## src/rtl/alu8_pkg.sv

```systemverilog
package alu8_pkg;

    localparam int DATA_W = 8;
    localparam int NIB_W  = 4;
    localparam int OP_W   = 4;

    typedef enum logic [OP_W-1:0] {
        OP_ADD = 4'd0,
        OP_ADC = 4'd1,
        OP_SUB = 4'd2,
        OP_SBB = 4'd3,
        OP_AND = 4'd4,
        OP_XOR = 4'd5,
        OP_OR  = 4'd6,
        OP_CMP = 4'd7,
        OP_INA = 4'd8,
        OP_DCA = 4'd9,
        OP_INR = 4'd10,
        OP_DCR = 4'd11
    } alu_op_e;

    // where the result of an operation is written
    typedef enum logic [1:0] {
        WB_NONE,
        WB_ACC,
        WB_FLAGS_ONLY,
        WB_SIDE
    } wb_e;

    typedef enum logic [1:0] {
        LG_AND,
        LG_XOR,
        LG_OR
    } logic_e;

    // bit 4 .. bit 0
    typedef struct packed {
        logic s;
        logic z;
        logic ac;
        logic p;
        logic cy;
    } flags_t;

    localparam int FLAG_W = $bits(flags_t);

    typedef struct packed {
        logic [DATA_W-1:0] a;
        logic [DATA_W-1:0] b;
        logic              sub;
        logic              cin;
        logic              is_logic;
        logic_e            lop;
        logic              keep_cy;
        wb_e               wb;
    } ctrl_t;

    function automatic logic [DATA_W-1:0] logic_unit(
        input logic [DATA_W-1:0] a,
        input logic [DATA_W-1:0] b,
        input logic_e            sel
    );
        case (sel)
            LG_AND:  logic_unit = a & b;
            LG_XOR:  logic_unit = a ^ b;
            default: logic_unit = a | b;
        endcase
    endfunction

    function automatic logic even_parity(input logic [DATA_W-1:0] v);
        even_parity = ~(^v);
    endfunction

endpackage

```

## src/rtl/alu_decode.sv

```systemverilog
module alu_decode
    import alu8_pkg::*;
#(
    parameter int W = DATA_W
) (
    input  logic [OP_W-1:0] op,
    input  logic [W-1:0]    acc,
    input  logic [W-1:0]    tmp,
    input  logic            cy,
    output ctrl_t           ctrl
);

    always_comb begin
        ctrl          = '0;
        ctrl.a        = acc;
        ctrl.b        = tmp;
        ctrl.lop      = LG_AND;
        ctrl.wb       = WB_NONE;
        case (op)
            4'(OP_ADD): ctrl.wb = WB_ACC;
            4'(OP_ADC): begin
                ctrl.cin = cy;
                ctrl.wb  = WB_ACC;
            end
            4'(OP_SUB): begin
                ctrl.sub = 1'b1;
                ctrl.wb  = WB_ACC;
            end
            4'(OP_SBB): begin
                ctrl.sub = 1'b1;
                ctrl.cin = cy;
                ctrl.wb  = WB_ACC;
            end
            4'(OP_CMP): begin
                ctrl.sub = 1'b1;
                ctrl.wb  = WB_FLAGS_ONLY;
            end
            4'(OP_AND): begin
                ctrl.is_logic = 1'b1;
                ctrl.lop      = LG_AND;
                ctrl.wb       = WB_ACC;
            end
            4'(OP_XOR): begin
                ctrl.is_logic = 1'b1;
                ctrl.lop      = LG_XOR;
                ctrl.wb       = WB_ACC;
            end
            4'(OP_OR): begin
                ctrl.is_logic = 1'b1;
                ctrl.lop      = LG_OR;
                ctrl.wb       = WB_ACC;
            end
            4'(OP_INA), 4'(OP_DCA), 4'(OP_INR), 4'(OP_DCR): begin
                // step by one: operand zero with carry or borrow forced in
                ctrl.a       = (op == 4'(OP_INR) || op == 4'(OP_DCR)) ? tmp : acc;
                ctrl.b       = '0;
                ctrl.sub     = (op == 4'(OP_DCA) || op == 4'(OP_DCR));
                ctrl.cin     = 1'b1;
                ctrl.keep_cy = 1'b1;
                ctrl.wb      = (op == 4'(OP_INR) || op == 4'(OP_DCR)) ? WB_SIDE : WB_ACC;
            end
            default: ctrl.wb = WB_NONE;
        endcase
    end

endmodule

```

## src/rtl/alu_addsub.sv

```systemverilog
module alu_addsub
    import alu8_pkg::*;
#(
    parameter int W = DATA_W,
    parameter int N = NIB_W
) (
    input  logic [W-1:0] a,
    input  logic [W-1:0] b,
    input  logic         sub,
    input  logic         cin,     // carry in (add) or borrow in (sub)
    output logic [W-1:0] sum,
    output logic         co,      // carry out (add) or borrow out (sub)
    output logic         co_nib   // same, across the low nibble boundary
);

    localparam int HW = W - N;

    logic [W-1:0] y;
    logic         c0;
    logic [N:0]   lo;
    logic [HW:0]  hi;

    always_comb begin
        y   = sub ? ~b : b;
        c0  = sub ? ~cin : cin;
        lo  = {1'b0, a[N-1:0]} + {1'b0, y[N-1:0]} + {{N{1'b0}}, c0};
        hi  = {1'b0, a[W-1:N]} + {1'b0, y[W-1:N]} + {{HW{1'b0}}, lo[N]};
        sum = {hi[HW-1:0], lo[N-1:0]};
        co     = hi[HW] ^ sub;
        co_nib = lo[N]  ^ sub;
    end

endmodule

```

## src/rtl/alu_flagger.sv

```systemverilog
module alu_flagger
    import alu8_pkg::*;
#(
    parameter int W = DATA_W
) (
    input  logic [W-1:0] res,
    input  logic         co,
    input  logic         co_nib,
    input  logic         is_logic,
    input  logic         keep_cy,
    input  logic         cy_old,
    output flags_t       nf
);

    always_comb begin
        nf.s  = res[W-1];
        nf.z  = (res == '0);
        nf.p  = even_parity(res);
        nf.ac = is_logic ? 1'b0 : co_nib;
        if (is_logic)
            nf.cy = 1'b0;
        else if (keep_cy)
            nf.cy = cy_old;
        else
            nf.cy = co;
    end

endmodule

```

## src/rtl/acc_alu_top.sv

```systemverilog
module acc_alu_top
    import alu8_pkg::*;
#(
    parameter int W = DATA_W,
    parameter int N = NIB_W
) (
    input  logic              clk,
    input  logic              rst,
    input  logic [OP_W-1:0]   op_i,
    input  logic [W-1:0]      opnd_i,
    input  logic              opnd_ld_i,
    input  logic              start_i,
    output logic [W-1:0]      acc_o,
    output logic [FLAG_W-1:0] flags_o,
    output logic [W-1:0]      side_o,
    output logic              done_o
);

    logic [W-1:0] acc_q, tmp_q, side_q;
    flags_t       flg_q, nf;
    logic         done_q;

    ctrl_t        ctrl;
    logic [W-1:0] sum, res;
    logic         co, co_nib;

    alu_decode #(.W(W)) u_dec (
        .op   (op_i),
        .acc  (acc_q),
        .tmp  (tmp_q),
        .cy   (flg_q.cy),
        .ctrl (ctrl)
    );

    alu_addsub #(.W(W), .N(N)) u_add (
        .a      (ctrl.a),
        .b      (ctrl.b),
        .sub    (ctrl.sub),
        .cin    (ctrl.cin),
        .sum    (sum),
        .co     (co),
        .co_nib (co_nib)
    );

    assign res = ctrl.is_logic ? logic_unit(ctrl.a, ctrl.b, ctrl.lop) : sum;

    alu_flagger #(.W(W)) u_flg (
        .res      (res),
        .co       (co),
        .co_nib   (co_nib),
        .is_logic (ctrl.is_logic),
        .keep_cy  (ctrl.keep_cy),
        .cy_old   (flg_q.cy),
        .nf       (nf)
    );

    always_ff @(posedge clk) begin
        if (rst) begin
            acc_q  <= '0;
            tmp_q  <= '0;
            side_q <= '0;
            flg_q  <= '0;
            done_q <= 1'b0;
        end else begin
            done_q <= start_i;
            if (opnd_ld_i)
                tmp_q <= opnd_i;
            if (start_i && ctrl.wb != WB_NONE)
                flg_q <= nf;
            if (start_i && ctrl.wb == WB_ACC)
                acc_q <= res;
            if (start_i && ctrl.wb == WB_SIDE)
                side_q <= res;
        end
    end

    assign acc_o   = acc_q;
    assign flags_o = flg_q;
    assign side_o  = side_q;
    assign done_o  = done_q;


    done_follows_start_chk: assert property (@(posedge clk) disable iff (rst)
        start_i |=> done_o);


    done_single_chk: assert property (@(posedge clk) disable iff (rst)
        !start_i |=> !done_o);


    idle_hold_chk: assert property (@(posedge clk) disable iff (rst)
        !start_i |=> ($stable(acc_o) && $stable(flags_o) && $stable(side_o)));


    logic_clears_cy_chk: assert property (@(posedge clk) disable iff (rst)
        (start_i && (op_i == 4'(OP_AND) || op_i == 4'(OP_XOR) || op_i == 4'(OP_OR)))
        |=> (flags_o[0] == 1'b0 && flags_o[2] == 1'b0));


    cmp_keeps_acc_chk: assert property (@(posedge clk) disable iff (rst)
        (start_i && op_i == 4'(OP_CMP)) |=> $stable(acc_o));


    step_acc_keeps_cy_chk: assert property (@(posedge clk) disable iff (rst)
        (start_i && (op_i == 4'(OP_INA) || op_i == 4'(OP_DCA)))
        |=> (flags_o[0] == $past(flags_o[0])));


    step_side_keeps_acc_chk: assert property (@(posedge clk) disable iff (rst)
        (start_i && (op_i == 4'(OP_INR) || op_i == 4'(OP_DCR)))
        |=> ($stable(acc_o) && flags_o[0] == $past(flags_o[0])));


    reserved_noop_chk: assert property (@(posedge clk) disable iff (rst)
        (start_i && op_i >= 4'd12)
        |=> ($stable(acc_o) && $stable(flags_o) && $stable(side_o)));

endmodule

```

## config.mk

```make
export PLATFORM = sky130hd
export DESIGN_NAME = acc_alu_top
export DESIGN_NICKNAME = d
export VERILOG_FILES = /design/src/rtl/alu8_pkg.sv /design/src/rtl/alu_decode.sv /design/src/rtl/alu_addsub.sv /design/src/rtl/alu_flagger.sv /design/src/rtl/acc_alu_top.sv
export SDC_FILE = /design/constraint.sdc
export NUM_CORES = 1
export LEC_CHECK = 0
export CAP_MARGIN = 5
export CORE_MARGIN = 3
export CORE_UTILIZATION = 35
export CTS_CLUSTER_DIAMETER = 200
export DETAILED_ROUTE_END_ITERATION = 10
export GPL_TIMING_DRIVEN = 0
export PLACE_DENSITY_LB_ADDON = 0.15
export SLEW_MARGIN = 0
export SYNTH_ARGS = -nofsm -noshare
export SYNTH_HDL_FRONTEND = slang
export SYNTH_HIERARCHICAL = 1
export SYNTH_SLANG_ARGS = --single-unit
```

## constraint.sdc

```tcl
create_clock -name clk -period 11.4 [get_ports clk]
set_clock_uncertainty 0.05 [all_clocks]
set_input_delay 2.28 -clock clk [delete_from_list [all_inputs] [get_ports clk]]
set_output_delay 2.28 -clock clk [all_outputs]
set_load 0.005 [all_outputs]
```

## After elaboration in Yosys (flattened, before gate mapping)

Index checks and enable logic that the tools add are counted.
Widths: inputs -> output; s select.

- Output and inout port bits: 22
- Latch bits: 0
- Word-level logic and storage cells: 66
- Register bits after elaboration: 30
- ROM bits: 0
- Memories: 0
- Memory bits (writable): 0

- Multipliers: 0
- Eq/ne operators: 15
- Bitwise gates (word level): 8
- $lt $le $gt $ge: 0
- Muxes and demuxes: 15
- Div/mod/pow operators: 0
- Shift-type cells: 0
- Add/subtract/negate cells: 4
- Reduce and logical (&&, ||, !) cells: 15

Operators by type and width:

| kind | number |
|---|---|
| $mux 8 | 3 |
| $eq 4x3->1 const B | 4 |
| $eq 4x4->1 const B | 4 |
| $mux 16 | 1 |
| $pmux 8 s2 | 1 |
| $add 4x4->5 | 2 |
| $add 5x1->5 | 2 |
| $pmux 3 s3 | 1 |
| $and 8x8->8 | 1 |
| $eq 4x2->1 const B | 2 |
| $logic_not 8->1 | 1 |
| $not 8->8 | 1 |
| $or 8x8->8 | 1 |
| $reduce_xor 8->1 | 1 |
| $xor 8x8->8 | 1 |
| $reduce_or 7->1 | 1 |
| $pmux 2 s3 | 1 |
| $mux 1 | 5 |
| $eq 2x1->1 const B | 2 |
| $eq 4x1->1 const B | 1 |
| $logic_not 4->1 | 1 |
| $pmux 1 s2 | 2 |
| $reduce_or 4->1 | 1 |
| $logic_and 1x1->1 | 3 |
| other kinds (11) | 14 |

## Depth between registers and ports, before layout

Gate-level depths: netlist of the first run.

- Depth after elaboration: 12
- Mapped depth: 22
- Gate-level depth less buffers: 21

## Modules after synthesis

The synthesis of the first run kept the hierarchy.

By module, submodules not included:

| module | sequential area each (um2) | cells each | instances | area an instance (um2) |
|---|---|---|---|---|
| acc_alu_top | 600.6 | 173 | 1 | 1,761.7 |
| alu_addsub | 0.0 | 44 | 1 | 382.9 |
| alu_decode | 0.0 | 32 | 1 | 256.5 |
| alu_flagger | 0.0 | 20 | 1 | 142.6 |

## Worst setup path before layout of the first run

OpenSTA, ideal clock, no wires.

- Path type: input -> register
- Start point: in op_i[3]
- End point: reg flg_q (netlist bit flags_o[1])
- Arrival time: 6,094 ps
- Setup time: 128 ps
- Path slack: 5,128 ps
- Required time: 11,222 ps
- Stages on the path: 22
- Cell sequence: or2b_4 inv_1 a32o_1 buf_4 xnor2_1 fa_1 fa_1 nand2b_1 o2bb2ai_1 fa_1 inv_1 fa_1 xor2_1 inv_1 o221a_4 inv_1 inv_1 ha_1 xnor2_1 xnor2_1 mux2i_1 nor2_1

RTL lines:

| item | RTL line | text |
|---|---|---|
| from (decl) | acc_alu_top.sv:9 | `input logic [OP_W-1:0] op_i,` |
| to (signal assigned) | acc_alu_top.sv:69 | `flg_q <= nf;` |
| to (decl) | acc_alu_top.sv:20 | `flags_t flg_q, nf;` |

==> impl_table.tex, run 1 <==
\begin{tabular}{lr}
\hline
Metric & Value \\
\hline
\multicolumn{2}{l}{\textbf{Clock network}} \\
\quad Clock transition time at the flip-flop clock pins of the worst setup and hold paths & 0.06 ns \\
\quad Number of buffers on the longest clock path & 2 \\
\quad Gates resized, CTS repair & 0 \\
\quad H-Tree Level Count & 2 \\
\quad Setup repair bufs after CTS & 0 \\
\quad Hold buffer count at CTS & 0 \\
\quad CTS tree & yes \\
\quad TritonCTS Buffers & 5 \\
\quad Insertion delay to the later sink of the worst-skew pair & 0.28 ns \\
\quad Number of clock sinks & 30 \\
\quad Clock Root Buffer & clkbuf\_8 \\
\multicolumn{2}{l}{\textbf{Final layout}} \\
\quad Leading cell type in the layout, fill and taps excluded & inv\_1 \\
\quad Area Growth Syn to Fin & 22.1\% \\
\quad Fraction of layout cells with a size suffix above 1 & 17.3\% \\
\quad Number of antenna cells inserted & 0 \\
\quad Post-layout net count & 357 \\
\quad Commonest cells after routing, fill and taps aside & inv\_1 (46), clkdlybuf4s50\_1 (35), nor2\_1 (32) \\
\quad Area of all placed cells without fillers & 0.00311 mm² \\
\multicolumn{2}{l}{\textbf{Floorplan}} \\
\quad Total die area & 0.00833 mm² \\
\quad Count of boundary I/O pins & 38 \\
\quad Initial cell density of the core & 36.8\% \\
\quad Vertical extent of the die & 91.3 µm \\
\quad Die boundary width & 91.3 µm \\
\quad Core Rows & 30 \\
\quad Core Footprint & 0.00691 mm² \\
\multicolumn{2}{l}{\textbf{Setup path}} \\
\quad Data arrival time at the worst-slack endpoint & 7.24 ns \\
\quad R2R cell count & 20 \\
\quad CP max FO & 10 \\
\quad CP most frequent cell & inv\_1 \\
\quad Worst-case register-to-register setup slack & 7.23 ns \\
\quad Delay contributed by the slowest stage of the critical path & 0.62 ns \\
\quad Slowest CP cell & clkdlybuf4s50\_1 \\
\quad Cell Chain, Critical Path & clkdlybuf4s50\_1 > or2b\_4 > inv\_1 > a32o\_1 > buf\_4 > xnor2\_1 > fa\_1 > fa\_1 > nand2b\_1 > o2bb2ai\_1 > fa\_1 > inv\_1 > fa\_1 > xor2\_1 > inv\_1 > o221a\_4 > inv\_1 > inv\_1 > ha\_1 > xnor2\_1 > xnor2\_1 > mux2i\_1 > nor2\_1 \\
\quad Reg-to-reg critical path startpoint & flags\_o[0]\$\_SDFFE\_PP0P\_ \\
\quad Worst Setup End Kind & flip-flop \\
\quad Critical path start-end classification & in2reg \\
\quad Worst setup SP type & input port \\
\quad Endpoint required time on the critical path & 11.50 ns \\
\quad R2R Path End & flags\_o[1]\$\_SDFFE\_PP0P\_ \\
\multicolumn{2}{l}{\textbf{GRT}} \\
\quad Total routing resource utilization after global routing & 13.7\% \\
\quad GRT overflow & 0 \\
\quad Antenna violations before repair & 0 \\
\quad Number of global-route vias before repair & 1827 \\
\quad Pin count of the biggest net entering global routing & 11 \\
\quad Global-route wire length before repair & 9100 µm \\
\multicolumn{2}{l}{\textbf{Power}} \\
\quad Leakage power of the design & 1.38 nW \\
\quad Part of the power in the clock network & 23.3\% \\
\quad Pwr Density & 121 mW/mm² \\
\quad Fraction of power spent switching nets & 33.7\% \\
\quad Largest vdd supply drop & 0.0478 mV \\
\quad Share of total power in sequential cells & 31.5\% \\
\quad Net switching power & 127 µW \\
\quad Internal cell power & 249 µW \\
\quad Combinational share of power & 45.2\% \\
\multicolumn{2}{l}{\textbf{STA}} \\
\quad Count of pins over their slew limit & 0 \\
\quad Final Hold Vio Count & 0 \\
\quad Fmax achieved & 140 MHz \\
\quad Setup repair after global routing missed its margin & no \\
\quad Max-Slew Margin vs Limit & 38.5\% \\
\quad Pin slew with the least headroom to its limit & 0.920 ns \\
\quad Final period demand of the worst path & 7.14 ns \\
\quad Final period utilization & 62.6\% \\
\quad Number of failing setup endpoints in the final timing report & 0 \\
\quad Aggregate negative setup slack & 0 ns \\
\multicolumn{2}{l}{\textbf{Yosys}} \\
\quad Sequential element share of the synthesized area & 23.6\% \\
\quad Number of storage elements in the synthesis netlist & 30 \\
\quad Unique cell type count in the Yosys netlist & 36 \\
\quad Total standard cell area after synthesis & 0.00254 mm² \\
\quad EDFF count, synth & 0 \\
\quad Async SR Flop Fraction & 0\% \\
\quad Synthesis warning total & 6 \\
\quad Synth Area per Inst & 9.46 µm² \\
\quad Predominant post-synthesis flop cell & dfxtp\_1 \\
\quad Number of instances in the synthesized netlist & 269 \\
\quad Synthesized netlist net count & 315 \\
\multicolumn{2}{l}{\textbf{Min path}} \\
\quad Endpoint of the worst hold path & flags\_o[3]\$\_SDFFE\_PP0P\_ \\
\quad HP Class & reg2reg \\
\quad Min-delay src & flags\_o[3]\$\_SDFFE\_PP0P\_ \\
\quad Worst hold stages & 2 \\
\multicolumn{2}{l}{\textbf{Route}} \\
\quad Number of optimization iterations in the first detailed-route pass & 4 \\
\quad Post-detailed-routing wire length & 5390 µm \\
\quad Final routed wire length divided by cell count & 13.2 µm \\
\quad Routed vias & 1843 \\
\quad Mean number of vias per cell & 4.52 \\
\quad Remaining antenna violation count after routing & 0 \\
\quad Number of design rule violations left after detail routing & 0 \\
\quad Violation count after the first detailed-routing iteration & 33 \\
\multicolumn{2}{l}{\textbf{Place}} \\
\quad Number of buffers inserted by port buffering & 35 \\
\quad Post-Place Cell Area & 0.00301 mm² \\
\quad Detailed Place HPWL & 4480 µm \\
\quad Routability Congestion & 0.789 \\
\multicolumn{2}{l}{\textbf{Run}} \\
\quad Maximum capacitance violations & 0 \\
\multicolumn{2}{l}{\textbf{Run status}} \\
\quad Outcome & finished, final reports clean \\
\hline
\end{tabular}
## how the worst max path moves through the flow
| stage | from | slack [ns] | endpoint |
|---|---|---|---|
| floorplan | op_i[3] | 5.13 | flags_o[1]$_SDFFE_PP0P_ |
| global placement | op_i[3] | 3.93 | flags_o[1]$_SDFFE_PP0P_ |
| detailed placement | op_i[3] | 3.93 | flags_o[1]$_SDFFE_PP0P_ |
| CTS | op_i[3] | 4.23 | flags_o[1]$_SDFFE_PP0P_ |
| global route | op_i[3] | 3.95 | flags_o[1]$_SDFFE_PP0P_ |
| finish | op_i[3] | 4.26 | flags_o[1]$_SDFFE_PP0P_ |
## cell usage after synthesis, drive strengths merged (2+ instances only)
cell	count	share of area, %
ha	26	13
a21oi	4	0.79
nand2b	8	2.0
fa	4	3.1
nand2	3	0.74
and2	8	2.0
xor2	8	2.8
xnor2	10	3.4
nor2	32	4.7
mux2i	22	8.7
nor2b	2	0.49
clkbuf	4	0.69
inv	46	6.8
mux2	8	3.5
a21o	3	0.89
o221a	8	6.3
nand3b	6	2.3
o21ai	2	0.54
buf	9	2.8
dfxtp	30	24
a211oi	16	7.9
nor3b	2	0.59
## per-layer routing
| metal | GRT usage [%] | routed length, µm | share of wire (%) | up-vias |
|---|---|---|---|---|
| met4 | 5.78 | 113 | 2.1 | 0 |
| met3 | 2.24 | 119 | 2.2 | 6 |
| met5 | 0 | 0 | 0 | - |
| met1 | 17.2 | 2600 | 48 | 841 |
| met2 | 23.2 | 2560 | 47 | 24 |
| li1 | - | - | - | 972 |
## kinds of logic after synthesis
family	Yosys count	share of synthesized area (%)
AO/OA/AOI/OAI	37	17.7
XOR/XNOR	18	6.20
adder cells (fa/ha/maj)	30	15.9
buffers and inverters	59	10.3
flip-flops	30	23.6
multiplexers	30	12.2
AND/OR/NAND/NOR	65	14.1
## power by group through the flow
stage	logic, mW	registers, mW	clock network (mW)
final	0.170	0.118	0.0875
after CTS	0.173	0.119	0.0908
after floorplan	0.126	0.120	0
after global routing	0.191	0.119	0.0951
after global placement	0.170	0.121	0
after detailed placement	0.173	0.121	0
## cell type report
class,instances,area (µm²)
multi-input cells,180,1680
flip-flops and latches,30,601
clock inverters,1,5.00
well taps,96,120
fillers,710,3800
clock buffers,7,86.3
plain buffers,13,88.8
inverters,46,173
repair buffers,35,350
## sequential cells by signal (all words and copies together), names as in the netlist
name,flops
tmp_q,8
flags_o,5
done_o,1
side_o,8
acc_o,8
## per-stage QoR
step / util [%] / hold slack (ns) / setup WS, ns / total power [mW] / instances
after floorplan: - / 0.420 / 5.13 / 0.246 / 269
after detailed placement: 43.6 / 0.446 / 3.93 / 0.294 / 400
after CTS: 45.0 / 0.465 / 4.23 / 0.383 / 408
after global placement: 43.6 / 0.426 / 3.93 / 0.290 / 400
final: 45.0 / 0.452 / 4.26 / 0.375 / 408
after global routing: 45.0 / 0.489 / 3.95 / 0.405 / 408
## worst max-delay path, delay by kind of cell
family	cells	cell delay (ns)
mux	1	0.13
fa+ha+maj	5	1.76
simple gates	3	0.57
xor+xnor	4	0.54
compound gates	3	0.74
buf+inv	7	1.21
No activity file was read; power rests on OpenSTA's default activity.
==> run 2, diff against run 1 <==
clock period = 6 ns   (was 11.4 ns; I/O delays follow)
==> run 2 against run 1 <==
Non-clock buffer count unchanged. Flip-flop and latch count unchanged. Routed wire length up 0.11%. Sequential share of layout area down 0.054 points. Combinational power up 89%. First-iteration DRC count up 36%. Cell count unchanged. Via count unchanged. Power up 90%. Clock-buffer cell count unchanged. Critical path type unchanged.
==> impl_table.tex, run 2 (same netlist as run 1, synthesis figures left out) <==
\begin{tabular}{lr}
\hline
Metric & Value \\
\hline
\multicolumn{2}{l}{\textbf{Route}} \\
\quad Post-detailed-routing wire length & 5390 µm (+0.11\%) \\
\quad Number of design rule violations left after detail routing & 0 (unchanged) \\
\quad Remaining antenna violation count after routing & 0 (unchanged) \\
\quad Number of optimization iterations in the first detailed-route pass & 4 (unchanged) \\
\quad Violation count after the first detailed-routing iteration & 45 (+36\%) \\
\quad Routed vias & 1843 (unchanged) \\
\quad Final routed wire length divided by cell count & 13.2 µm (+0.11\%) \\
\quad Mean number of vias per cell & 4.52 (unchanged) \\
\multicolumn{2}{l}{\textbf{STA}} \\
\quad Max-Slew Margin vs Limit & 38.4\% (-0.086 points) \\
\quad Count of pins over their slew limit & 0 (unchanged) \\
\quad Aggregate negative setup slack & 0 ns (unchanged) \\
\quad Setup repair after global routing missed its margin & no \\
\quad Fmax achieved & 176 MHz \\
\quad Pin slew with the least headroom to its limit & 0.922 ns (+0.00129 ns) \\
\quad Final period demand of the worst path & 5.68 ns \\
\quad Final Hold Vio Count & 0 (unchanged) \\
\quad Post-Route Hold Slack & 0.452 ns (unchanged) \\
\quad Number of failing setup endpoints in the final timing report & 0 (unchanged) \\
\quad Final period utilization & 94.6\% \\
\multicolumn{2}{l}{\textbf{Run}} \\
\quad Maximum capacitance violations & 0 (unchanged) \\
\multicolumn{2}{l}{\textbf{Power}} \\
\quad Largest vdd supply drop & 0.0908 mV (+90\%) \\
\quad Pwr Density & 229 mW/mm² (+89\%) \\
\quad Share of total power in sequential cells & 31.5\% (about the same) \\
\quad Fraction of power spent switching nets & 33.7\% (about the same) \\
\quad Final Power & 713 µW (+90\%) \\
\quad Internal cell power & 473 µW (+90\%) \\
\quad Combinational share of power & 45.2\% (about the same) \\
\quad Net switching power & 241 µW (+90\%) \\
\quad Leakage power of the design & 1.41 nW (+1.9\%) \\
\quad Part of the power in the clock network & 23.3\% (about the same) \\
\multicolumn{2}{l}{\textbf{Final layout}} \\
\quad FILL cells & 711 (+0.14\%) \\
\quad Area Growth Syn to Fin & 22.4\% \\
\quad Fraction of the core area covered by cells at the end of the flow & 45.1\% (+0.13 points) \\
\quad Number of antenna cells inserted & 0 (unchanged) \\
\quad Commonest cells after routing, fill and taps aside & inv\_1 (46), nor2\_1 (32), clkdlybuf4s50\_1 (32) \\
\quad Post-layout net count & 357 (unchanged) \\
\quad Fraction of layout cells with a size suffix above 1 & 17.6\% (+0.32 points) \\
\quad Area of all placed cells without fillers & 0.00311 mm² (+0.28\%) \\
\quad Leading cell type in the layout, fill and taps excluded & inv\_1 \\
\multicolumn{2}{l}{\textbf{Setup path}} \\
\quad Slowest CP cell & fa\_1 \\
\quad CP most frequent cell & inv\_1 \\
\quad Delay contributed by the slowest stage of the critical path & 0.45 ns (-0.17 ns) \\
\quad R2R Path End & flags\_o[1]\$\_SDFFE\_PP0P\_ \\
\quad End point of the critical path & flags\_o[1]\$\_SDFFE\_PP0P\_ \\
\quad Worst setup SP type & input port \\
\quad Number of buffers and inverters on the critical path & 7 (unchanged) \\
\quad CP max FO & 10 (unchanged) \\
\quad Data arrival time at the worst-slack endpoint & 5.78 ns (-1.46 ns) \\
\quad Endpoint required time on the critical path & 6.10 ns (-5.40 ns) \\
\quad Crit path launch & op\_i[3] \\
\quad Worst Setup End Kind & flip-flop \\
\quad Worst-case register-to-register setup slack & 1.82 ns (-5.41 ns) \\
\quad Cell count along the critical path & 23 (unchanged) \\
\quad Cell type group with the largest total delay on the critical path & adder cells \\
\quad Cell Chain, Critical Path & dlygate4sd2\_1 > or2b\_4 > inv\_1 > a32o\_2 > buf\_6 > xnor2\_1 > fa\_1 > fa\_1 > nand2b\_1 > o2bb2ai\_1 > fa\_1 > inv\_1 > fa\_1 > xor2\_1 > inv\_1 > o221a\_4 > inv\_1 > inv\_1 > ha\_1 > xnor2\_1 > xnor2\_1 > mux2i\_1 > nor2\_1 \\
\quad Critical path start-end classification & in2reg \\
\quad Reg-to-reg critical path startpoint & flags\_o[0]\$\_SDFFE\_PP0P\_ \\
\quad R2R cell count & 20 (unchanged) \\
\multicolumn{2}{l}{\textbf{Clock network}} \\
\quad Clock Root Buffer & clkbuf\_8 \\
\quad Hold buffer count at CTS & 0 (unchanged) \\
\quad Insertion delay to the later sink of the worst-skew pair & 0.28 ns (about the same) \\
\quad CTS tree & yes \\
\quad Clock transition time at the flip-flop clock pins of the worst setup and hold paths & 0.06 ns (about the same) \\
\quad TritonCTS Buffers & 5 (unchanged) \\
\quad Number of clock sinks & 30 (unchanged) \\
\quad H-Tree Level Count & 2 (unchanged) \\
\quad Number of buffers on the longest clock path & 2 (unchanged) \\
\multicolumn{2}{l}{\textbf{GRT}} \\
\quad Total routing resource utilization after global routing & 13.7\% (unchanged) \\
\quad Antenna violations before repair & 0 (unchanged) \\
\quad GRT overflow & 0 (unchanged) \\
\quad Global-route wire length before repair & 9100 µm (unchanged) \\
\quad Pin count of the biggest net entering global routing & 11 (unchanged) \\
\quad Number of global-route vias before repair & 1827 (unchanged) \\
\multicolumn{2}{l}{\textbf{Place}} \\
\quad Number of buffers inserted by port buffering & 35 (unchanged) \\
\quad Routability Congestion & 0.789 (unchanged) \\
\quad Post-Place Cell Area & 0.00301 mm² (unchanged) \\
\quad Detailed Place HPWL & 4480 µm (unchanged) \\
\multicolumn{2}{l}{\textbf{Floorplan}} \\
\quad Total die area & 0.00833 mm² (unchanged) \\
\quad Core Footprint & 0.00691 mm² (unchanged) \\
\quad Count of boundary I/O pins & 38 (unchanged) \\
\quad Initial cell density of the core & 36.8\% (unchanged) \\
\quad Core Rows & 30 (unchanged) \\
\quad Vertical extent of the die & 91.3 µm (unchanged) \\
\quad Die boundary width & 91.3 µm (unchanged) \\
\multicolumn{2}{l}{\textbf{Run status}} \\
\quad Outcome & finished, final reports clean \\
\multicolumn{2}{l}{\textbf{Min path}} \\
\quad HP Class & reg2reg \\
\hline
\end{tabular}
run 2: cell type report:
class | instances | area [µm²] | share of cell area (%)
flip-flops and latches | 30 | 601 | 19.3
well taps | 96 | 120 | 3.86
clock buffers | 7 | 86.3 | 2.77
multi-input cells | 180 | 1680 | 54.0
inverters | 46 | 173 | 5.54
repair buffers | 35 | 354 | 11.4
plain buffers | 13 | 92.6 | 2.97
clock inverters | 1 | 5.00 | 0.161
run 2: per-stage QoR:
step	std cells	worst slack (ns)
2_1_floorplan	269	0.808
3_3_place_gp	400	-0.387
3_5_place_dp	400	-0.395
4_1_cts	408	0.0132
5_1_grt	408	0.0122
6_report	408	0.321
run 2: metal layers:
| metal | GRT usage [%] | vias up | wire length, µm |
|---|---|---|---|
| met4 | 5.78 | 0 | 113 |
| met5 | 0 | - | 0 |
| li1 | - | 973 | - |
| met1 | 17.2 | 840 | 2590 |
| met2 | 23.2 | 24 | 2570 |
| met3 | 2.24 | 6 | 118 |
run 2: repair_timing:
action	4_1_cts	5_1_grt
endpoints found under the hold margin	0	0
buffers inserted	0	0
pin swaps	0	0
cloned	0	0
gates resized for setup	1	4
setup endpoints to repair	1	1
run 2: worst min-delay path by stage:
stage                             from                       to  slack, ns  cells after the start
3_3_place_gp   flags_o[3]$_SDFFE_PP0P_  flags_o[3]$_SDFFE_PP0P_       0.43                      2
5_1_grt        flags_o[1]$_SDFFE_PP0P_  flags_o[1]$_SDFFE_PP0P_       0.49                      2
4_1_cts        flags_o[3]$_SDFFE_PP0P_  flags_o[3]$_SDFFE_PP0P_       0.47                      2
6_report       flags_o[3]$_SDFFE_PP0P_  flags_o[3]$_SDFFE_PP0P_       0.45                      2
2_1_floorplan    tmp_q[0]$_SDFFE_PP0P_    tmp_q[0]$_SDFFE_PP0P_       0.42                      2
3_5_place_dp   flags_o[3]$_SDFFE_PP0P_  flags_o[3]$_SDFFE_PP0P_       0.45                      2
run 2: worst reg2reg max path: cells and delay by family (launching register included):
family	cells	cell delay, ns
fa+ha+maj	5	1.73
compound gates	3	0.59
xor+xnor	4	0.53
flops	1	0.39
simple gates	3	0.39
buf+inv	4	0.23
mux	1	0.13
run 2: power by group through the flow:
stage	Clock [mW]	Combinational (mW)	Sequential [mW]
after CTS	0.172	0.329	0.225
after floorplan	0	0.240	0.228
after global placement	0	0.323	0.229
after global routing	0.181	0.363	0.227
final	0.166	0.322	0.225
after detailed placement	0	0.329	0.229
==> run 3, diff against run 2 <==
clock period = 6.19 ns   (was 6 ns; I/O delays follow)
==> run 3 against run 2 <==
Flip-flop and latch count stayed put. Combinational power is 3% lower. Power shrank 3.0%. Clock power down 3%. Cell count unchanged. Design area about the same. Die area did not move. Hold slack about the same. Critical path depth unchanged. Clock-buffer cell count stayed put. Sequential share of layout area about the same. Critical path type unchanged.
==> impl_table.tex, run 3 (same netlist as run 1, synthesis figures left out) <==
\begin{tabular}{lr}
\hline
Metric & Value \\
\hline
\multicolumn{2}{l}{\textbf{Floorplan}} \\
\quad Initial cell density of the core & 36.8\% (unchanged) \\
\quad Total die area & 0.00833 mm² (unchanged) \\
\quad Vertical extent of the die & 91.3 µm (unchanged) \\
\quad Count of boundary I/O pins & 38 (unchanged) \\
\quad Core Footprint & 0.00691 mm² (unchanged) \\
\quad Core Rows & 30 (unchanged) \\
\quad Die boundary width & 91.3 µm (unchanged) \\
\multicolumn{2}{l}{\textbf{Route}} \\
\quad Routed vias & 1847 (+0.22\%) \\
\quad Violation count after the first detailed-routing iteration & 33 (-27\%) \\
\quad Number of optimization iterations in the first detailed-route pass & 4 (unchanged) \\
\quad Remaining antenna violation count after routing & 0 (unchanged) \\
\quad Number of design rule violations left after detail routing & 0 (unchanged) \\
\quad Final routed wire length divided by cell count & 13.2 µm (about the same) \\
\quad Mean number of vias per cell & 4.53 (+0.22\%) \\
\quad Post-detailed-routing wire length & 5390 µm (about the same) \\
\multicolumn{2}{l}{\textbf{GRT}} \\
\quad Antenna violations before repair & 0 (unchanged) \\
\quad Pin count of the biggest net entering global routing & 11 (unchanged) \\
\quad GRT overflow & 0 (unchanged) \\
\quad Global-route wire length before repair & 9100 µm (unchanged) \\
\quad Number of global-route vias before repair & 1827 (unchanged) \\
\quad Total routing resource utilization after global routing & 13.7\% (unchanged) \\
\multicolumn{2}{l}{\textbf{Final layout}} \\
\quad Number of antenna cells inserted & 0 (unchanged) \\
\quad Finished Layout Cells & 408 (unchanged) \\
\quad Area Growth Syn to Fin & 22.4\% (about the same) \\
\quad Multi-input gate area & 0.00168 mm² (unchanged) \\
\quad Fraction of layout cells with a size suffix above 1 & 17.6\% (unchanged) \\
\quad FILL cells & 712 (+0.14\%) \\
\quad Leading cell type in the layout, fill and taps excluded & inv\_1 \\
\quad Commonest cells after routing, fill and taps aside & inv\_1 (46), clkdlybuf4s50\_1 (34), nor2\_1 (32) \\
\quad Post-layout net count & 357 (unchanged) \\
\quad Flip-flop and latch area & 601 µm² (unchanged) \\
\multicolumn{2}{l}{\textbf{Setup path}} \\
\quad Slowest CP cell & clkdlybuf4s50\_1 \\
\quad CP max FO & 10 (unchanged) \\
\quad Cell type group with the largest total delay on the critical path & adder cells \\
\quad Delay contributed by the slowest stage of the critical path & 0.60 ns (+0.15 ns) \\
\quad Cell Chain, Critical Path & clkdlybuf4s50\_1 > or2b\_4 > inv\_1 > a32o\_2 > buf\_6 > xnor2\_1 > fa\_1 > fa\_1 > nand2b\_1 > o2bb2ai\_1 > fa\_1 > inv\_1 > fa\_1 > xor2\_1 > inv\_1 > o221a\_4 > inv\_1 > inv\_1 > ha\_1 > xnor2\_1 > xnor2\_1 > mux2i\_1 > nor2\_1 \\
\quad Worst setup SP type & input port \\
\quad Data arrival time at the worst-slack endpoint & 5.99 ns (+0.21 ns) \\
\quad Endpoint required time on the critical path & 6.29 ns (+0.19 ns) \\
\quad CP most frequent cell & inv\_1 \\
\quad Worst Setup End Kind & flip-flop \\
\quad Number of buffers and inverters on the critical path & 7 (unchanged) \\
\quad Critical path start-end classification & in2reg \\
\multicolumn{2}{l}{\textbf{STA}} \\
\quad Number of failing setup endpoints in the final timing report & 0 (unchanged) \\
\quad Fmax achieved & 170 MHz \\
\quad Count of pins over their slew limit & 0 (unchanged) \\
\quad Final period utilization & 95.1\% \\
\quad Post-Route Hold Slack & 0.452 ns (-0.0000340 ns) \\
\quad Setup repair after global routing missed its margin & no \\
\quad Final period demand of the worst path & 5.89 ns \\
\quad Final Hold Vio Count & 0 (unchanged) \\
\quad Max-Slew Margin vs Limit & 38.6\% (+0.16 points) \\
\quad Pin slew with the least headroom to its limit & 0.919 ns (-0.00244 ns) \\
\quad Aggregate negative setup slack & 0 ns (unchanged) \\
\multicolumn{2}{l}{\textbf{Power}} \\
\quad Pwr Density & 222 mW/mm² (-3.0\%) \\
\quad Leakage power of the design & 1.40 nW (-0.75\%) \\
\quad Largest vdd supply drop & 0.0880 mV (-3.1\%) \\
\quad Final Power & 692 µW (-3.0\%) \\
\multicolumn{2}{l}{\textbf{Min path}} \\
\quad HP Class & reg2reg \\
\multicolumn{2}{l}{\textbf{Clock network}} \\
\quad TritonCTS Buffers & 5 (unchanged) \\
\quad Number of clock sinks & 30 (unchanged) \\
\quad Hold buffer count at CTS & 0 (unchanged) \\
\quad Setup repair bufs after CTS & 0 (unchanged) \\
\quad Number of buffers on the longest clock path & 2 (unchanged) \\
\quad CTS tree & yes \\
\quad H-Tree Level Count & 2 (unchanged) \\
\quad Clock transition time at the flip-flop clock pins of the worst setup and hold paths & 0.06 ns (about the same) \\
\quad Clock Root Buffer & clkbuf\_8 \\
\quad Insertion delay to the later sink of the worst-skew pair & 0.28 ns (about the same) \\
\multicolumn{2}{l}{\textbf{Place}} \\
\quad Number of buffers inserted by port buffering & 35 (unchanged) \\
\quad Detailed Place HPWL & 4480 µm (unchanged) \\
\quad Routability Congestion & 0.789 (unchanged) \\
\quad Number of placed instances with taps included & 400 (unchanged) \\
\multicolumn{2}{l}{\textbf{Run status}} \\
\quad Outcome & finished, final reports clean \\
\multicolumn{2}{l}{\textbf{Run}} \\
\quad Maximum capacitance violations & 0 (unchanged) \\
\hline
\end{tabular}
==> run 3: path summary, 6_finish.rpt <==
path / endpoint / from / cells past startpoint / slack [ns]
max reg2reg: flags_o[1]$_SDFFE_PP0P_ / flags_o[0]$_SDFFE_PP0P_ / 20 / 2.01
min: flags_o[3]$_SDFFE_PP0P_ / flags_o[3]$_SDFFE_PP0P_ / 2 / 0.45
min reg2reg: flags_o[3]$_SDFFE_PP0P_ / flags_o[3]$_SDFFE_PP0P_ / 2 / 0.45
max: flags_o[1]$_SDFFE_PP0P_ / op_i[2] / 23 / 0.30
==> run 3: area by class of cell <==
type | instances | area share, %
multi-input cells | 180 | 54.1
flip-flops and latches | 30 | 19.3
repair buffers | 35 | 11.3
inverters | 46 | 5.55
well taps | 96 | 3.86
plain buffers | 13 | 2.97
clock buffers | 7 | 2.77
clock inverters | 1 | 0.161
==> run 3: worst reg2reg max path: stages (launching register included) <==
cell and delay [ns]:
dfxtp_1 0.39, a21oi_1 0.09, nor2_1 0.18, xnor2_1 0.11
fa_1 0.42, fa_1 0.41, nand2b_1 0.16, o2bb2ai_1 0.20
fa_1 0.40, inv_1 0.09, fa_1 0.21, xor2_1 0.14
inv_1 0.06, o221a_4 0.30, inv_1 0.06, inv_1 0.03
ha_1 0.29, xnor2_1 0.17, xnor2_1 0.11, mux2i_1 0.13
nor2_1 0.05
==> run 3: metrics by stage <==
stage / utilization (%) / area [µm²] / worst slack, ns
2_1_floorplan: - / 2540 / 0.960
3_3_place_gp: 43.6 / 3010 / -0.235
3_5_place_dp: 43.6 / 3010 / -0.243
4_1_cts: 45.0 / 3110 / 0.0583
5_1_grt: 45.1 / 3110 / 0.0108
6_report: 45.1 / 3110 / 0.303
==> run 3: what timing repair did <==
item,in CTS,in global routing
endpoints found under the setup margin,0,1
resized for setup,0,3
endpoints found under the hold margin,0,0
==> run 3: report_power, final <==
part	switching (mW)	leakage, nW	internal [mW]
combinational	0.152	1.10	0.161
sequential	0.0101	0.246	0.208
clock	0.0717	0.0482	0.0895
==> run 3: per-layer routing <==
layer  wire length (µm)  vias to the layer above  GRT usage (%)
li1                   -                      974              -
met1               2590                      841           17.2
met2               2570                       24           23.2
met3                115                        8           2.24
met4                124                        0           5.78
met5                  0                        -              0
